[config.mk]
export PLATFORM = sky130hd
export DESIGN_NAME = cell_paced_reader
export DESIGN_NICKNAME = d
export VERILOG_FILES = /design/src/rtl/cell_pace_pkg.sv /design/src/rtl/cpr_slot_timer.sv /design/src/rtl/cpr_gap_gate.sv /design/src/rtl/cpr_fetch_fsm.sv /design/src/rtl/cell_paced_reader.sv
export SDC_FILE = /design/constraint.sdc
export NUM_CORES = 1
export LEC_CHECK = 0
export ABC_AREA = 1
export ABC_CLOCK_PERIOD_IN_PS = 1800
export CORE_MARGIN = 2
export CORE_UTILIZATION = 30
export DETAILED_ROUTE_END_ITERATION = 8
export DONT_BUFFER_PORTS = 1
export PLACE_DENSITY = 0.44
export REMOVE_ABC_BUFFERS = 1
export SYNTH_ARGS = -nofsm -noshare
export SYNTH_HDL_FRONTEND = slang
export SYNTH_SLANG_ARGS = --single-unit
[constraint.sdc]
create_clock -name clk -period 1.8 [get_ports clk]
set_input_delay 0.18 -clock clk [delete_from_list [all_inputs] [get_ports clk]]
set_output_delay 0.18 -clock clk [all_outputs]
set_load 0.005 [all_outputs]
[src/rtl/cell_pace_pkg.sv]
package cell_pace_pkg;
    typedef enum logic [1:0] {
        ST_IDLE = 2'd0,
        ST_REQ  = 2'd1,
        ST_XFER = 2'd2
    } fetch_state_e;
endpackage

[src/rtl/cpr_slot_timer.sv]
module cpr_slot_timer #(
    parameter int SLOT_CYCLES = 36,
    localparam int SLOT_W = $clog2(SLOT_CYCLES)
) (
    input  logic clk,
    input  logic rst_n,
    output logic slot_tick
);
    logic [SLOT_W-1:0] cnt_q;

    always_ff @(posedge clk) begin
        if (!rst_n) begin
            cnt_q <= '0;
        end else if (cnt_q == SLOT_W'(SLOT_CYCLES - 1)) begin
            cnt_q <= '0;
        end else begin
            cnt_q <= cnt_q + SLOT_W'(1);
        end
    end

    always_comb slot_tick = (cnt_q == '0);

    // ticks are isolated, one per slot
    a_r1_tick_isolated: assert property (@(posedge clk) disable iff (!rst_n)
        slot_tick |=> !slot_tick);
    a_r1_cnt_range: assert property (@(posedge clk) disable iff (!rst_n)
        cnt_q < SLOT_W'(SLOT_CYCLES));
endmodule

[src/rtl/cpr_gap_gate.sv]
module cpr_gap_gate #(
    parameter int MAX_GROUP = 5,
    localparam int GRP_W = $clog2(MAX_GROUP + 1)
) (
    input  logic             clk,
    input  logic             rst_n,
    input  logic             slot_tick,
    input  logic             idle,
    input  logic             work_pending,
    input  logic             group_end,
    input  logic [GRP_W-1:0] gap_slots,
    output logic             start
);
    logic [GRP_W-1:0] gap_q;

    always_ff @(posedge clk) begin
        if (!rst_n) begin
            gap_q <= '0;
        end else if (group_end) begin
            gap_q <= gap_slots;
        end else if (slot_tick && idle && gap_q != '0) begin
            gap_q <= gap_q - GRP_W'(1);
        end
    end

    always_comb start = slot_tick && idle && work_pending && (gap_q == '0);

    // the idle gap only shrinks, one slot at a time
    a_r3_gap_shrinks: assert property (@(posedge clk) disable iff (!rst_n)
        (gap_q != '0) && !group_end |=> (gap_q == $past(gap_q)) || (gap_q == $past(gap_q) - GRP_W'(1)));
endmodule

[src/rtl/cpr_fetch_fsm.sv]
module cpr_fetch_fsm
    import cell_pace_pkg::*;
#(
    parameter int CELL_WORDS = 12,
    parameter int MAX_GROUP = 5,
    parameter int GRP_CODE_W = 3,
    localparam int WCNT_W = $clog2(CELL_WORDS + 1),
    localparam int GRP_W = $clog2(MAX_GROUP + 1)
) (
    input  logic                  clk,
    input  logic                  rst_n,
    input  logic                  start,
    input  logic [GRP_CODE_W-1:0] cfg_group,
    input  logic [WCNT_W-1:0]     cfg_line_words,
    input  logic                  cfg_force_full,
    input  logic                  bus_gnt,
    input  logic                  word_stb,
    input  logic                  lat_expire,
    output logic                  bus_req,
    output logic [WCNT_W-1:0]     bus_len,
    output logic                  cell_done,
    output logic                  idle,
    output logic                  group_end,
    output logic [GRP_W-1:0]      gap_slots
);
    fetch_state_e state_q, state_d;
    logic [GRP_W-1:0]  cells_left_q;
    logic [WCNT_W-1:0] words_left_q, burst_left_q, cut_q;
    logic              done_q;
    logic              last_word, last_cell;

    function automatic logic [GRP_W-1:0] group_size(input logic [GRP_CODE_W-1:0] code);
        if (int'(code) >= MAX_GROUP) return GRP_W'(MAX_GROUP);
        return GRP_W'(code);
    endfunction

    function automatic logic [WCNT_W-1:0] cut_words(input logic [WCNT_W-1:0] line,
                                                     input logic force_full);
        if (force_full || line == '0 || int'(line) >= CELL_WORDS) return WCNT_W'(CELL_WORDS);
        return line;
    endfunction

    always_comb begin
        last_word = word_stb && (words_left_q == WCNT_W'(1));
        last_cell = (cells_left_q == GRP_W'(1));
    end

    // state register
    always_ff @(posedge clk) begin
        if (!rst_n) state_q <= ST_IDLE;
        else        state_q <= state_d;
    end

    always_comb begin
        state_d = state_q;
        unique case (state_q)
            ST_IDLE: if (start) state_d = ST_REQ;
            ST_REQ:  if (bus_gnt) state_d = ST_XFER;
            ST_XFER: begin
                if (last_word) begin
                    state_d = last_cell ? ST_IDLE : ST_REQ;
                end else if ((word_stb && burst_left_q == WCNT_W'(1)) || lat_expire) begin
                    state_d = ST_REQ;
                end
            end
            default: state_d = ST_IDLE;
        endcase
    end

    // datapath counters
    always_ff @(posedge clk) begin
        if (!rst_n) begin
            cells_left_q <= '0;
            words_left_q <= '0;
            burst_left_q <= '0;
            cut_q        <= '0;
            gap_slots    <= '0;
            done_q       <= 1'b0;
        end else begin
            done_q <= 1'b0;
            unique case (state_q)
                ST_IDLE: begin
                    if (start) begin
                        gap_slots    <= group_size(cfg_group);
                        cells_left_q <= (group_size(cfg_group) == '0) ? GRP_W'(1)
                                                                      : group_size(cfg_group);
                        words_left_q <= WCNT_W'(CELL_WORDS);
                        cut_q        <= cut_words(cfg_line_words, cfg_force_full);
                    end
                end
                ST_REQ: begin
                    if (bus_gnt) burst_left_q <= bus_len;
                end
                ST_XFER: begin
                    if (word_stb) begin
                        words_left_q <= words_left_q - WCNT_W'(1);
                        burst_left_q <= burst_left_q - WCNT_W'(1);
                    end
                    if (last_word) begin
                        done_q       <= 1'b1;
                        cells_left_q <= cells_left_q - GRP_W'(1);
                        words_left_q <= WCNT_W'(CELL_WORDS);
                    end
                end
                default: ;
            endcase
        end
    end

    // outputs
    always_comb begin
        bus_req   = (state_q == ST_REQ);
        idle      = (state_q == ST_IDLE);
        bus_len   = (words_left_q < cut_q) ? words_left_q : cut_q;
        cell_done = done_q;
        group_end = (state_q == ST_XFER) && last_word && last_cell;
    end

    a_r7_req_hold: assert property (@(posedge clk) disable iff (!rst_n)
        bus_req && !bus_gnt |=> bus_req && $stable(bus_len));
    a_r7_req_release: assert property (@(posedge clk) disable iff (!rst_n)
        bus_req && bus_gnt |=> !bus_req);
    a_r4_len_range: assert property (@(posedge clk) disable iff (!rst_n)
        bus_req |-> (bus_len != '0) && (bus_len <= WCNT_W'(CELL_WORDS)));
    a_r8_done_pulse: assert property (@(posedge clk) disable iff (!rst_n)
        cell_done |=> !cell_done);
    a_r6_lat_rerequest: assert property (@(posedge clk) disable iff (!rst_n)
        (state_q == ST_XFER) && lat_expire && !last_word |=> bus_req);
endmodule

[src/rtl/cell_paced_reader.sv]
module cell_paced_reader #(
    parameter int SLOT_CYCLES = 36,
    parameter int CELL_WORDS = 12,
    parameter int MAX_GROUP = 5,
    parameter int GRP_CODE_W = 3,
    localparam int WCNT_W = $clog2(CELL_WORDS + 1),
    localparam int GRP_W = $clog2(MAX_GROUP + 1)
) (
    input  logic                  clk,
    input  logic                  rst_n,
    input  logic [GRP_CODE_W-1:0] cfg_group,
    input  logic [WCNT_W-1:0]     cfg_line_words,
    input  logic                  cfg_force_full,
    input  logic                  work_pending,
    output logic                  bus_req,
    output logic [WCNT_W-1:0]     bus_len,
    input  logic                  bus_gnt,
    input  logic                  word_stb,
    input  logic                  lat_expire,
    output logic                  cell_done
);
    logic             slot_tick, fsm_idle, fetch_start, group_end;
    logic [GRP_W-1:0] gap_slots;

    cpr_slot_timer #(.SLOT_CYCLES(SLOT_CYCLES)) u_timer (
        .clk(clk), .rst_n(rst_n), .slot_tick(slot_tick));

    cpr_gap_gate #(.MAX_GROUP(MAX_GROUP)) u_gate (
        .clk(clk), .rst_n(rst_n), .slot_tick(slot_tick), .idle(fsm_idle),
        .work_pending(work_pending), .group_end(group_end),
        .gap_slots(gap_slots), .start(fetch_start));

    cpr_fetch_fsm #(.CELL_WORDS(CELL_WORDS), .MAX_GROUP(MAX_GROUP),
                    .GRP_CODE_W(GRP_CODE_W)) u_fsm (
        .clk(clk), .rst_n(rst_n), .start(fetch_start),
        .cfg_group(cfg_group), .cfg_line_words(cfg_line_words),
        .cfg_force_full(cfg_force_full), .bus_gnt(bus_gnt),
        .word_stb(word_stb), .lat_expire(lat_expire),
        .bus_req(bus_req), .bus_len(bus_len), .cell_done(cell_done),
        .idle(fsm_idle), .group_end(group_end), .gap_slots(gap_slots));

    // leaving IDLE happens only on a slot tick
    a_r1_start_on_tick: assert property (@(posedge clk) disable iff (!rst_n)
        bus_req && $past(fsm_idle) |-> $past(slot_tick));
    // leaving IDLE requires pending work
    a_r9_start_needs_work: assert property (@(posedge clk) disable iff (!rst_n)
        bus_req && $past(fsm_idle) |-> $past(work_pending));
endmodule

* After elaboration in Yosys (flattened, before gate mapping)
Index checks and enable logic that the tools add are counted.
** Storage, ports and cells
- Register bits :: 30
- Input bits :: 14
- Output and inout port bits :: 6
** Cells by class
- $add $sub $neg :: 5
- $lt $le $gt $ge :: 3
- Eq/ne operators :: 12
- Mux-type cells :: 36
- Bitwise gates (word level) :: 1
- Reduce and logical (&&, ||, !) cells :: 27
** Operator list (count)
- $mux W4 :: 8
- $mux W3 :: 10
- $pmux W4 S2 :: 2
- $reduce_and A3 Y1 :: 4
- $mux W1 :: 10
- $eq A4 B1 Y1 const B :: 2
- $logic_and A1 B1 Y1 :: 8
- $mux W2 :: 4
- $sub A4 B1 Y4 const B :: 2
- $add A6 B1 Y6 const B :: 1
- $eq A6 B6 Y1 const B :: 1
- $logic_not A3 Y1 :: 2
- $logic_not A6 Y1 :: 1
- $pmux W2 S3 :: 1
- $pmux W3 S2 :: 1
- $reduce_bool A2 Y1 :: 3
- $sub A3 B1 Y3 const B :: 2
- $ge A4 B4 Y1 const B :: 1
- $logic_not A4 Y1 :: 1
- $lt A4 B4 Y1 :: 1
- $ne A2 B1 Y1 const B :: 2
- $ne A2 B2 Y1 const B :: 2
- $reduce_and A2 Y1 :: 2
- $eq A3 B1 Y1 const B :: 1
- other kinds (10) :: 12

* Depth between registers and ports, before layout
Gate-level depths: netlist of run 1.
- Word-level depth :: 15
- Gate-level depth with buffers :: 11

* Modules after synthesis
From an unflattened synthesis of run 1, not the netlist that was laid out.
** Unflattened totals
- Cell total of the unflattened synthesis :: 255
- Area total of the unflattened synthesis :: 1946.9 um^2
** Modules (own cells, without submodules)
- cpr_fetch_fsm :: instances 1, cells an instance 184, area each 1421.4 um^2, sequential area each 420.4 um^2
- cpr_slot_timer :: instances 1, cells an instance 35, area each 275.3 um^2, sequential area each 120.1 um^2
- cpr_gap_gate :: instances 1, cells an instance 36, area each 250.2 um^2, sequential area each 60.1 um^2

* Worst setup path before layout of run 1
No wires, ideal clock.
- Path kind :: reg-to-output
- Start point :: reg u_fsm.words_left_q[3]
- End point :: out bus_len[0]
- Data arrival time :: 1319 ps
- Required time :: 1620 ps
- Path slack :: 301 ps
- Stages on the path, launching flop included :: 6
- Path buffers :: 0
- Cells stage by stage :: dfxtp_1 -> ha_1 -> a21oi_1 -> nand2_1 -> nand2_1 -> and2_1
** Between the ends
- Longest elaborated chain between the ends :: 2
** RTL lines
- start, declared :: line cpr_fetch_fsm.sv:28 : logic [WCNT_W-1:0] words_left_q, burst_left_q, cut_q;
- start signal, assigned :: line cpr_fetch_fsm.sv:87 : words_left_q <= WCNT_W'(CELL_WORDS);
- start signal, assigned :: line cpr_fetch_fsm.sv:96 : words_left_q <= words_left_q - WCNT_W'(1);
- start signal, assigned :: line cpr_fetch_fsm.sv:102 : words_left_q <= WCNT_W'(CELL_WORDS);
- $lt A4 B4 Y1 :: line cpr_fetch_fsm.sv:114 : bus_len = (words_left_q < cut_q) ? words_left_q : cut_q;
- $mux W4 :: line cpr_fetch_fsm.sv:114
- end, declared :: line cell_paced_reader.sv:16 : output logic [WCNT_W-1:0] bus_len,
No other way between the ends.

* Worst setup path after layout of run 1
- Start point :: reg u_fsm.cut_q[3]
- End point :: out bus_len[3]
** Between the ends
- Longest elaborated chain between the ends :: 2
** RTL lines
- start, declared :: line cpr_fetch_fsm.sv:28
- start signal, assigned :: line cpr_fetch_fsm.sv:88 : cut_q <= cut_words(cfg_line_words, cfg_force_full);
- $lt A4 B4 Y1 :: line cpr_fetch_fsm.sv:114
- $mux W4 * :: line cpr_fetch_fsm.sv:114
Mark *: on every way between the ends. The rest lies on a longest branch, timed or not.

==> results by group, run 1 <==
Drt
  – Via density: 4.59
  – Final ANT Viol Nets: 0
  – Remaining DRCs: 0
  – Iteration-0 DRC Markers: 68
  – Drt first pass iters: 4
  – Avg WL per Cell: around 12 µm
  – Vias: 1,530
  – Total routed wirelength: 3960 µm

Clock network
  – Clock buffer depth: 2
  – Setup Buffers After CTS: 0
  – H-tree Lvls: 2
  – CTS tree: done
  – Clock Latency Late Sink: 0.27 ns
  – CTS root buffer: clkbuf_8
  – Clk slew on worst S/H paths: 0.06 ns
  – Num CTS Buffers: 5
  – Sink Count: 30

Critical path
  – Worst path slowest cell: dfxtp_1
  – Worst-path cell chain: inv_1 > ha_4 > a21oi_4 > nand2_1 > o21ai_0 > buf_4
  – Reg2Reg Setup Slack: around 0.27 ns
  – CP Capture Type: output port
  – Crit path DAT: about 1.5 ns
  – Crit Path Max Fanout: 6
  – Worst r2r dst: u_fsm.cells_left_q[2]$_SDFFE_PN0P_
  – Worst r2r src: u_gate.gap_q[0]$_SDFFE_PN0P_
  – Buf+Inv Stages, Crit Path: 2
  – Critical path class: reg -> out
  – R2R depth: 11
  – WP data required: 1.62 ns
  – Crit-path max cell delay: 0.32 ns
  – Worst setup SP type: flop
  – CP delay by family, top: compound AO/OA/AOI/OAI gates

Layout
  – Layout net count: 288
  – Area Growth Syn to Fin: 11.6%
  – Ant diodes: 0
  – Register area: 602 µm²
  – Fill count: between 600 and 700
  – Share of cells above drive strength 1: 11.1%
  – Footprint of the multi-input gates: ~1000 µm²
  – Final core area utilization: 35.2%

Power and ir drop
  – Int Power: 1.57 mW
  – Switching share of power: 41.1%
  – Comb pwr share: 46.6%
  – Tot Pwr: between 2 and 3 mW
  – Pleak: approximately 0.83 nW
  – Net Switching: 1.10 mW
  – Clock group share of total power: 19.0%
  – Seq pwr share: 34.4%
  – Pwr dens: 1350 nW/µm²
  – VDD IR max: 0.404 mV

Timing
  – Worst Tran Pin Value: 0.317 ns
  – Layout Skew: about 0.0047 ns
  – Unrepaired setup endpoints after global routing: no
  – FMAX: 590 MHz
  – Fin crit period: 1.70 ns
  – Slew Viols, Final: 0
  – Slew headroom: 78.7%
  – Setup TNS: 0 ns
  – Final period util: 94.2%
  – # setup viols final: 0
  – Hold Vio Cnt, Final: 0

Floorplan
  – Die Y: between 80 and 90 µm
  – # rows: 27
  – Die Area: 6520 µm²
  – Core area: about 5600 µm²
  – Effective utilization at floorplan: 31.5%
  – # IOs: 20
  – Chip Width: 80.7 µm

Logic synthesis
  – #FFs+latches synth: 30
  – Share of the synthesized area in the top cell type: 34.0%
  – Sequential share of the synthesized area: 34.0%
  – Post-Synthesis Cells: 253
  – Post-synth EDFFs: 0
  – Yosys cell types: 31
  – Yosys warnings: 0
  – Leading area contributor after synthesis: dfxtp_1
  – Fraction of registers with async set or reset after synthesis: 0%
  – Syn avg cell area: 6.98 µm²
  – Synth top area cells: dfxtp_1 34%, nand2_1 9.6%, ha_1 9.2%, inv_1 8.1%, a21oi_1 6.2%
  – Post-Synthesis Cell Area: 1770 µm²
  – Synth cell count leaders: 45 x nand2_1, 38 x inv_1, 30 x dfxtp_1
  – Top-count cell post-synth: nand2_1
  – Synth Flop Type: dfxtp_1

Global route
  – Number of global-route vias before repair: 1,495
  – GRT overflow: 0
  – Initial antenna violation count: 0
  – All-Layer GR Usage: 13.9%
  – Largest net degree at the start of global routing: 18
  – First-pass GRT wire length: between 6000 and 7000 µm

Run
  – Max cap viols: 0

Min path
  – Min-Delay Startpoint: rst_n
  – Hold worst-path end: u_fsm.cells_left_q[1]$_SDFFE_PN0P_
  – Hold Path Depth: 2
  – Hold Crit Class: in -> reg

Placement
  – Detailed Place HPWL: 3090 µm
  – IO buf count: 0
  – GPL Wtd Cong: 0.727

Outcome
  – Status: finished clean
[flip-flops by register name, indices dropped and copies added (netlist names)]
name	cells
u_fsm.burst_left_q	4
u_fsm.cell_done	1
u_fsm.cells_left_q	3
u_fsm.cut_q	4
u_fsm.gap_slots	3
u_fsm.state_q	2
u_fsm.words_left_q	4
u_gate.gap_q	3
u_timer.cnt_q	6
[stage by stage]
step | area (µm²) | worst slack [ns] | hold slack (ns) | instances
after floorplan | 1760 | 0.301 | 0.303 | 252
after global placement | 1870 | 0.228 | 0.315 | 326
after detailed placement | 1870 | 0.237 | 0.316 | 326
after CTS | 1950 | 0.0265 | 0.0176 | 333
after global routing | 1970 | 0.00712 | 0.0175 | 333
final | 1970 | 0.105 | 0.0301 | 333
[what timing repair did]
item                                   4_1_cts  5_1_grt
gates resized for setup                      1        4
setup endpoints to repair                    4        4
hold buffers                                 0        0
endpoints found under the hold margin        0        0
[area by class of cell]
cell class / count / area share [%]
Inverter: 44 / 8.44
Tap cell: 72 / 4.57
Sequential cell: 30 / 30.5
Clock buffer: 7 / 3.87
Multi-Input combinational cell: 178 / 51.8
Timing Repair Buffer: 2 / 0.761
[power by group through the flow]
stage	Clock, mW	Combinational (mW)	Sequential (mW)
global placement	0	1.20	0.928
global route	0.551	1.46	0.936
detailed placement	0	1.19	0.927
CTS	0.524	1.21	0.914
finish	0.508	1.24	0.917
floorplan	0	0.946	0.909
[how the worst max path moves through the flow]
stage          depth (start not counted)    endpoint                                from
2_1_floorplan                          5  bus_len[0]  u_fsm.words_left_q[3]$_SDFFE_PN0P_
3_3_place_gp                           6  bus_len[2]         u_fsm.cut_q[3]$_SDFFE_PN0P_
3_5_place_dp                           6  bus_len[3]         u_fsm.cut_q[3]$_SDFFE_PN0P_
4_1_cts                                6  bus_len[3]         u_fsm.cut_q[3]$_SDFFE_PN0P_
5_1_grt                                6  bus_len[3]         u_fsm.cut_q[3]$_SDFFE_PN0P_
6_report                               6  bus_len[3]         u_fsm.cut_q[3]$_SDFFE_PN0P_
[layout by cell type, fill, tap and decap left out, types with 2 or more instances in the layout]
cell type	Yosys	routed
nor2_2	2	2
a31oi_1	3	3
xor2_1	2	2
dfxtp_1	30	29
nand3_1	14	14
clkbuf_1	0	2
o21ai_0	18	18
nand2_1	45	44
inv_2	4	4
nor2_1	27	27
ha_1	13	12
xnor2_1	4	4
nand2_4	2	2
nor3_1	5	5
and2_1	3	3
inv_1	38	38
a21oi_1	22	21
o21ai_1	3	3
clkbuf_8	0	5
nand2_2	5	6
buf_4	0	2
[worst reg2reg max path: cells and delay by family, from the launching register on]
family | cells | cell delay [ns]
and+or+nand+nor | 6 | 0.53
adders and majority gates | 2 | 0.39
DFF | 1 | 0.35
buffers and inverters | 3 | 0.17
[routing by layer]
| layer | up-vias | routed length (µm) | GRT usage, % |
|---|---|---|---|
| li1 | 823 | - | - |
| met1 | 671 | 1970 | 18.3 |
| met2 | 29 | 1760 | 22.1 |
| met3 | 7 | 175 | 3.67 |
| met4 | 0 | 57 | 4.58 |
| met5 | - | 0 | 0 |
[cells by family (layout without fill, tap and decap cells)]
kind of cell             after synthesis  count (layout)  synth area share (%)
buffers and inverters                 45              53                  9.63
XOR/XNOR                               6               6                  2.97
flip-flops                            30              30                  34.0
AND/OR/NAND/NOR                      112             112                  30.5
AO/OA/AOI/OAI                         47              47                  13.7
adder cells (fa/ha/maj)               13              13                  9.21
Note: power is estimated with default switching activity, not from simulation.
==> run 2: changes to the inputs <==
- RECOVER_POWER: not set -> 100
==> run 2 against run 1 <==
Combinational power barely moved. Critical path depth did not move. Final cell count did not move. Largest cell class unchanged. Largest power group unchanged.
==> results by group, run 2 (synthesis gave the netlist of run 1 again) <==
Floorplan
  – # IOs: 20 (unchanged)
  – Core area: 5610 µm² (unchanged)
  – # rows: 27 (unchanged)
  – Die Y: 80.7 µm (unchanged)
  – Effective utilization at floorplan: 31.5% (unchanged)
  – Die Area: 6520 µm² (unchanged)
  – Chip Width: 80.7 µm (unchanged)

Critical path
  – Worst path slowest cell: dfxtp_1 (unchanged)
  – CP Capture Type: output port (unchanged)
  – Crit Path Max Fanout: 6 (unchanged)
  – Reg2Reg Setup Slack: 0.18 ns (was 0.27 ns)
  – Worst setup SP type: flop (unchanged)
  – Critical path class: reg -> out (unchanged)
  – Crit-path max cell delay: 0.32 ns (about the same)
  – Worst-path cell chain: inv_1 > ha_4 > a21oi_4 > nand2_1 > o21ai_0 > buf_4 (unchanged)
  – WP data required: 1.62 ns (about the same)
  – Crit path DAT: 1.51 ns (was 1.52 ns)

Power and ir drop
  – Tot Pwr: 2.64 mW (was 2.67 mW)
  – Pwr dens: 1350 nW/µm² (about the same)
  – Pleak: 0.826 nW (was 0.833 nW)
  – Comb pwr share: 46.2% (was 46.6%)
  – Switching share of power: 40.9% (was 41.1%)
  – Int Power: 1.56 mW (was 1.57 mW)
  – VDD IR max: 0.399 mV (was 0.404 mV)
  – Seq pwr share: 34.6% (was 34.4%)
  – Net Switching: 1.08 mW (was 1.10 mW)
  – Clock group share of total power: 19.2% (was 19.0%)

Global route
  – Initial antenna violation count: 0 (unchanged)
  – Number of global-route vias before repair: 1,495 (unchanged)
  – First-pass GRT wire length: 6890 µm (unchanged)
  – GRT met1 Usage: 18.3% (unchanged)
  – Grt met2 use: 22.1% (unchanged)
  – All-Layer GR Usage: 13.9% (unchanged)
  – Layer with the highest usage: met2 (unchanged)
  – Routing usage on met3: 3.67% (unchanged)
  – Largest net degree at the start of global routing: 18 (unchanged)
  – GRT overflow: 0 (unchanged)

Timing
  – Hold Vio Cnt, Final: 0 (unchanged)
  – Setup TNS: 0 ns (unchanged)
  – Slew Viols, Final: 0 (unchanged)
  – Fin crit period: 1.69 ns (was 1.70 ns)
  – Slew headroom: 67.6% (was 78.7%)
  – Final period util: 94.1% (was 94.2%)
  – Worst Tran Pin Value: 0.486 ns (was 0.317 ns)
  – Unrepaired setup endpoints after global routing: no (unchanged)
  – FMAX: 591 MHz (was 590 MHz)
  – Post-route setup slack: 0.107 ns (was 0.105 ns)
  – Layout Skew: 0.00468 ns (was 0.00467 ns)
  – # setup viols final: 0 (unchanged)

Placement
  – Placed cell areas: 1870 µm² (unchanged)
  – IO buf count: 0 (unchanged)
  – Detailed Place HPWL: 3090 µm (unchanged)
  – GPL Wtd Cong: 0.727 (unchanged)
  – Place WS: 0.237 ns (unchanged)

Drt
  – Remaining DRCs: 0 (unchanged)
  – Final ANT Viol Nets: 0 (unchanged)
  – Drt first pass iters: 4 (unchanged)
  – Avg WL per Cell: 12.0 µm (was 11.9 µm)
  – Total routed wirelength: 3990 µm (was 3960 µm)
  – Via density: 4.61 (was 4.59)
  – Iteration-0 DRC Markers: 72 (was 68)
  – Vias: 1,534 (was 1,530)

Clock network
  – H-tree Lvls: 2 (unchanged)
  – Clk slew on worst S/H paths: 0.06 ns (about the same)
  – Setup Buffers After CTS: 0 (unchanged)
  – Hold Buf Count CTS: 0 (unchanged)
  – Sink Count: 30 (unchanged)
  – CTS tree: done (unchanged)
  – Clock buffer depth: 2 (unchanged)
  – Clock Latency Late Sink: 0.27 ns (about the same)
  – Num CTS Buffers: 5 (unchanged)
  – CTS root buffer: clkbuf_8 (unchanged)

Outcome
  – Status: finished clean (unchanged)

Layout
  – Most flop-heavy register: u_timer.cnt_q (unchanged)
  – Most frequent cells in the layout: 44 x nand2_1, 41 x inv_1, 29 x dfxtp_1 (was 44 x nand2_1, 38 x inv_1, 29 x dfxtp_1)
  – Footprint of the multi-input gates: 1000 µm² (was 1020 µm²)
  – Share of cells above drive strength 1: 9.20% (was 11.1%)
  – Final instance area: 1950 µm² (was 1970 µm²)
  – Largest register FFs: 6 (unchanged)
  – Layout net count: 288 (unchanged)
  – Area Growth Syn to Fin: 10.4% (was 11.6%)
  – Commonest non-fill, non-tap cell in the layout: nand2_1 (unchanged)
  – Fill count: 639 (was 636)
  – Register area: 602 µm² (unchanged)
  – Ant diodes: 0 (unchanged)

Run
  – Max cap viols: 0 (unchanged)

Min path
  – Hold Crit Class: in -> reg (unchanged)
[run 2: cell count changes in the layout (fill, tap and decap cells not counted)]
cell,change
clkinv_2,-1
nand2_2,+1
nand2_4,-1
nor2_4,-1
inv_2,-3
nand3_2,+1
inv_1,+3
nor2_1,+1
nand3_4,-1
clkinv_1,+1
[run 2: stage by stage]
stage	cells	utilization [%]	hold slack, ns
global route	333	34.8	0.0175
CTS	333	34.7	0.0176
detailed placement	326	33.3	0.316
finish	333	34.8	0.0300
floorplan	252	-	0.303
global placement	326	33.3	0.315
[run 2: what timing repair did]
action	in CTS	in global routing
gates cloned	0	0
gates resized for setup	1	4
hold endpoints to repair	0	0
endpoints found under the setup margin	4	4
pin swaps	0	0
[run 2: layer usage]
| layer | vias up | share of wire (%) |
|---|---|---|
| li1 | 822 | - |
| met1 | 675 | 50 |
| met2 | 32 | 44 |
| met3 | 5 | 4.8 |
| met4 | 0 | 1.2 |
| met5 | - | 0 |
[run 2: worst paths after layout]
path,start,end,cells past startpoint
setup / recovery,u_fsm.cut_q[3]$_SDFFE_PN0P_,bus_len[3],6
hold / removal,rst_n,u_fsm.cells_left_q[1]$_SDFFE_PN0P_,2
setup reg to reg,u_gate.gap_q[0]$_SDFFE_PN0P_,u_fsm.cells_left_q[2]$_SDFFE_PN0P_,11
hold reg to reg,u_timer.cnt_q[0]$_SDFF_PP0_,u_timer.cnt_q[0]$_SDFF_PP0_,1
[run 2: area by class of cell]
| cell class | count | area share [%] |
|---|---|---|
| Timing Repair Buffer | 2 | 0.770 |
| Multi-Input combinational cell | 178 | 51.4 |
| Sequential cell | 30 | 30.9 |
| Inverter | 44 | 8.47 |
| Tap cell | 72 | 4.62 |
| Clock buffer | 7 | 3.91 |
[run 2: power groups by stage]
stage	logic [mW]	registers, mW	clock network (mW)
5_1_grt	1.44	0.931	0.551
3_5_place_dp	1.19	0.927	0
3_3_place_gp	1.20	0.928	0
2_1_floorplan	0.946	0.909	0
4_1_cts	1.21	0.914	0.524
6_report	1.22	0.912	0.507
[run 2: critical path, delay by kind of cell, from the launching register on]
kind | cells | cell delay, ns
flops | 1 | 0.32
buf+inv | 2 | 0.26
compound gates | 2 | 0.34
simple gates | 1 | 0.07
fa+ha+maj | 1 | 0.25
==> run 3: changes to the inputs <==
- CELL_PAD_IN_SITES_DETAIL_PLACEMENT: not set -> 1
- CELL_PAD_IN_SITES_GLOBAL_PLACEMENT: not set -> 2
- PLACE_DENSITY: 0.44 -> 0.68
==> run 3 against run 2 <==
Final cell count increased by 0.30%. Sequential share of layout area decreased by 0.33 points. Count of clock-buffer cells in the layout shrank 2. Power up 4.0%. Flip-flop and latch count unchanged. Cell area increased by 1.1%. Combinational power rose by 7%. Register-to-register slack lost 0.02 ns. Critical path depth did not move. Sequential power decreased by 0.7%. First-iteration DRC count fell by 32%. Critical endpoint unchanged. Largest cell class unchanged. Largest power group unchanged.
==> results by group, run 3 (synthesis gave the netlist of run 1 again) <==
Outcome
  – Status: finished clean (unchanged)

Layout
  – Most frequent cells in the layout: 42 x nand2_1, 41 x inv_1, 29 x dfxtp_1 (was 44 x nand2_1, 41 x inv_1, 29 x dfxtp_1)
  – Largest register FFs: 6 (unchanged)
  – Final core area utilization: 35.2% (was 34.8%)
  – Ant diodes: 0 (unchanged)
  – Commonest non-fill, non-tap cell in the layout: nand2_1 (unchanged)
  – Layout net count: 289 (was 288)
  – Share of cells above drive strength 1: 11.8% (was 9.20%)
  – Most flop-heavy register: u_timer.cnt_q (unchanged)
  – Area Growth Syn to Fin: 11.6% (was 10.4%)
  – Final instance area: 1970 µm² (was 1950 µm²)
  – Fill count: 731 (was 639)
  – Register area: 602 µm² (unchanged)
  – Footprint of the multi-input gates: 1010 µm² (was 1000 µm²)

Drt
  – Via density: 4.69 (was 4.61)
  – Total routed wirelength: 4390 µm (was 3990 µm)
  – Avg WL per Cell: 13.1 µm (was 12.0 µm)
  – Remaining DRCs: 0 (unchanged)
  – Drt first pass iters: 4 (unchanged)
  – Final ANT Viol Nets: 0 (unchanged)
  – Vias: 1,566 (was 1,534)
  – Iteration-0 DRC Markers: 49 (was 72)

Clock network
  – Clock Latency Late Sink: 0.29 ns (was 0.27 ns)
  – Clk slew on worst S/H paths: 0.07 ns (was 0.06 ns)
  – H-tree Lvls: 2 (unchanged)
  – Clock buffer depth: 2 (unchanged)
  – Num CTS Buffers: 5 (unchanged)
  – CTS root buffer: clkbuf_8 (unchanged)
  – CTS tree: done (unchanged)
  – Sink Count: 30 (unchanged)

Critical path
  – Crit Path Max Fanout: 6 (unchanged)
  – Reg2Reg Setup Slack: 0.16 ns (was 0.18 ns)
  – Worst setup SP type: flop (unchanged)
  – CP startpoint: u_fsm.cut_q[3]$_SDFFE_PN0P_ (unchanged)
  – Worst r2r dst: u_fsm.cells_left_q[0]$_SDFFE_PN0P_ (was u_fsm.cells_left_q[2]$_SDFFE_PN0P_)
  – CP Capture Type: output port (unchanged)
  – Critical path class: reg -> out (unchanged)
  – Crit path DAT: 1.51 ns (about the same)
  – R2R depth: 11 (unchanged)
  – Worst r2r src: u_gate.gap_q[0]$_SDFFE_PN0P_ (unchanged)
  – WP data required: 1.62 ns (about the same)

Timing
  – Fin crit period: 1.69 ns (about the same)
  – Slew Viols, Final: 0 (unchanged)
  – Layout Skew: 0.00454 ns (was 0.00468 ns)
  – # setup viols final: 0 (unchanged)
  – Hold Vio Cnt, Final: 0 (unchanged)
  – Worst Tran Pin Value: 0.493 ns (was 0.486 ns)
  – Post-route setup slack: 0.111 ns (was 0.107 ns)
  – Unrepaired setup endpoints after global routing: no (unchanged)
  – Slew headroom: 67.1% (was 67.6%)
  – Setup TNS: 0 ns (unchanged)
  – Final period util: 93.8% (was 94.1%)
  – FMAX: 592 MHz (was 591 MHz)

Global route
  – GRT overflow: 0 (unchanged)
  – First-pass GRT wire length: 7360 µm (was 6890 µm)
  – Initial antenna violation count: 0 (unchanged)
  – Number of global-route vias before repair: 1,580 (was 1,495)
  – All-Layer GR Usage: 14.9% (was 13.9%)
  – Largest net degree at the start of global routing: 18 (unchanged)

Floorplan
  – # IOs: 20 (unchanged)
  – # rows: 27 (unchanged)
  – Die Area: 6520 µm² (unchanged)
  – Die Y: 80.7 µm (unchanged)
  – Core area: 5610 µm² (unchanged)
  – Effective utilization at floorplan: 31.5% (unchanged)
  – Chip Width: 80.7 µm (unchanged)

Placement
  – Placed cell areas: 1880 µm² (was 1870 µm²)
  – IO buf count: 0 (unchanged)
  – GPL Wtd Cong: 0.709 (was 0.727)
  – Detailed Place HPWL: 3460 µm (was 3090 µm)
  – Place WS: 0.181 ns (was 0.237 ns)

Power and ir drop
  – Pwr dens: 1390 nW/µm² (was 1350 nW/µm²)
  – VDD IR max: 0.585 mV (was 0.399 mV)
  – Pleak: 0.844 nW (was 0.826 nW)

Min path
  – Min-Delay Startpoint: rst_n (unchanged)
  – Hold worst-path end: u_fsm.cells_left_q[1]$_SDFFE_PN0P_ (unchanged)
  – Hold Crit Class: in -> reg (unchanged)
  – Hold Path Depth: 2 (unchanged)

Run
  – Max cap viols: 0 (unchanged)
[run 3: cell count changes in the layout (fill, tap and decap cells not counted), sizes merged]
cell and delta:
clkbuf -2, buf +1, clkinv +2
[run 3: per-layer routing]
metal	wire length, µm	vias to the layer above	GRT usage, %
li1	-	826	-
met1	2180	716	18.9
met2	1960	18	23.9
met3	178	6	4.67
met4	69	0	5.59
met5	0	-	0
[run 3: worst max-delay path by stage]
| stage | end | slack [ns] |
|---|---|---|
| finish | bus_len[3] | 0.11 |
| floorplan | bus_len[0] | 0.30 |
| global placement | bus_len[0] | 0.16 |
| detailed placement | bus_len[0] | 0.18 |
| global route | bus_len[1] | 0.007 |
| CTS | bus_len[3] | 0.02 |
[run 3: final cells by class]
class	instances	share of cell area [%]
tap	72	4.57
sequential	30	30.5
clock buffer	5	3.49
timing repair buffer	3	1.14
multi-input combinational	178	51.3
inverter	44	8.44
clock inverter	2	0.508
[run 3: metrics by stage]
step,power [mW],hold WS (ns),instances
2_1_floorplan,1.86,0.303,252
3_3_place_gp,2.16,0.324,327
3_5_place_dp,2.17,0.318,327
4_1_cts,2.75,0.00460,334
5_1_grt,3.04,0.0222,334
6_report,2.74,0.0116,334
[run 3: power breakdown]
group / leakage, nW / switching [mW] / internal, mW
clock network: 0.0438 / 0.268 / 0.259
registers: 0.245 / 0.0989 / 0.807
logic: 0.555 / 0.788 / 0.524
total: 0.844 / 1.15 / 1.59
[run 3: critical path, cell delays in order (launching register included)]
cell	delay [ns]
dfxtp_1	0.32
inv_1	0.08
ha_4	0.26
a21oi_4	0.21
nand2_1	0.06
o21ai_0	0.13
buf_4	0.17
[run 3: repair_timing]
action,4_1_cts,5_1_grt
gates resized for setup,2,8
setup buffers,0,0
setup endpoints to repair,4,4
hold buffers,0,0
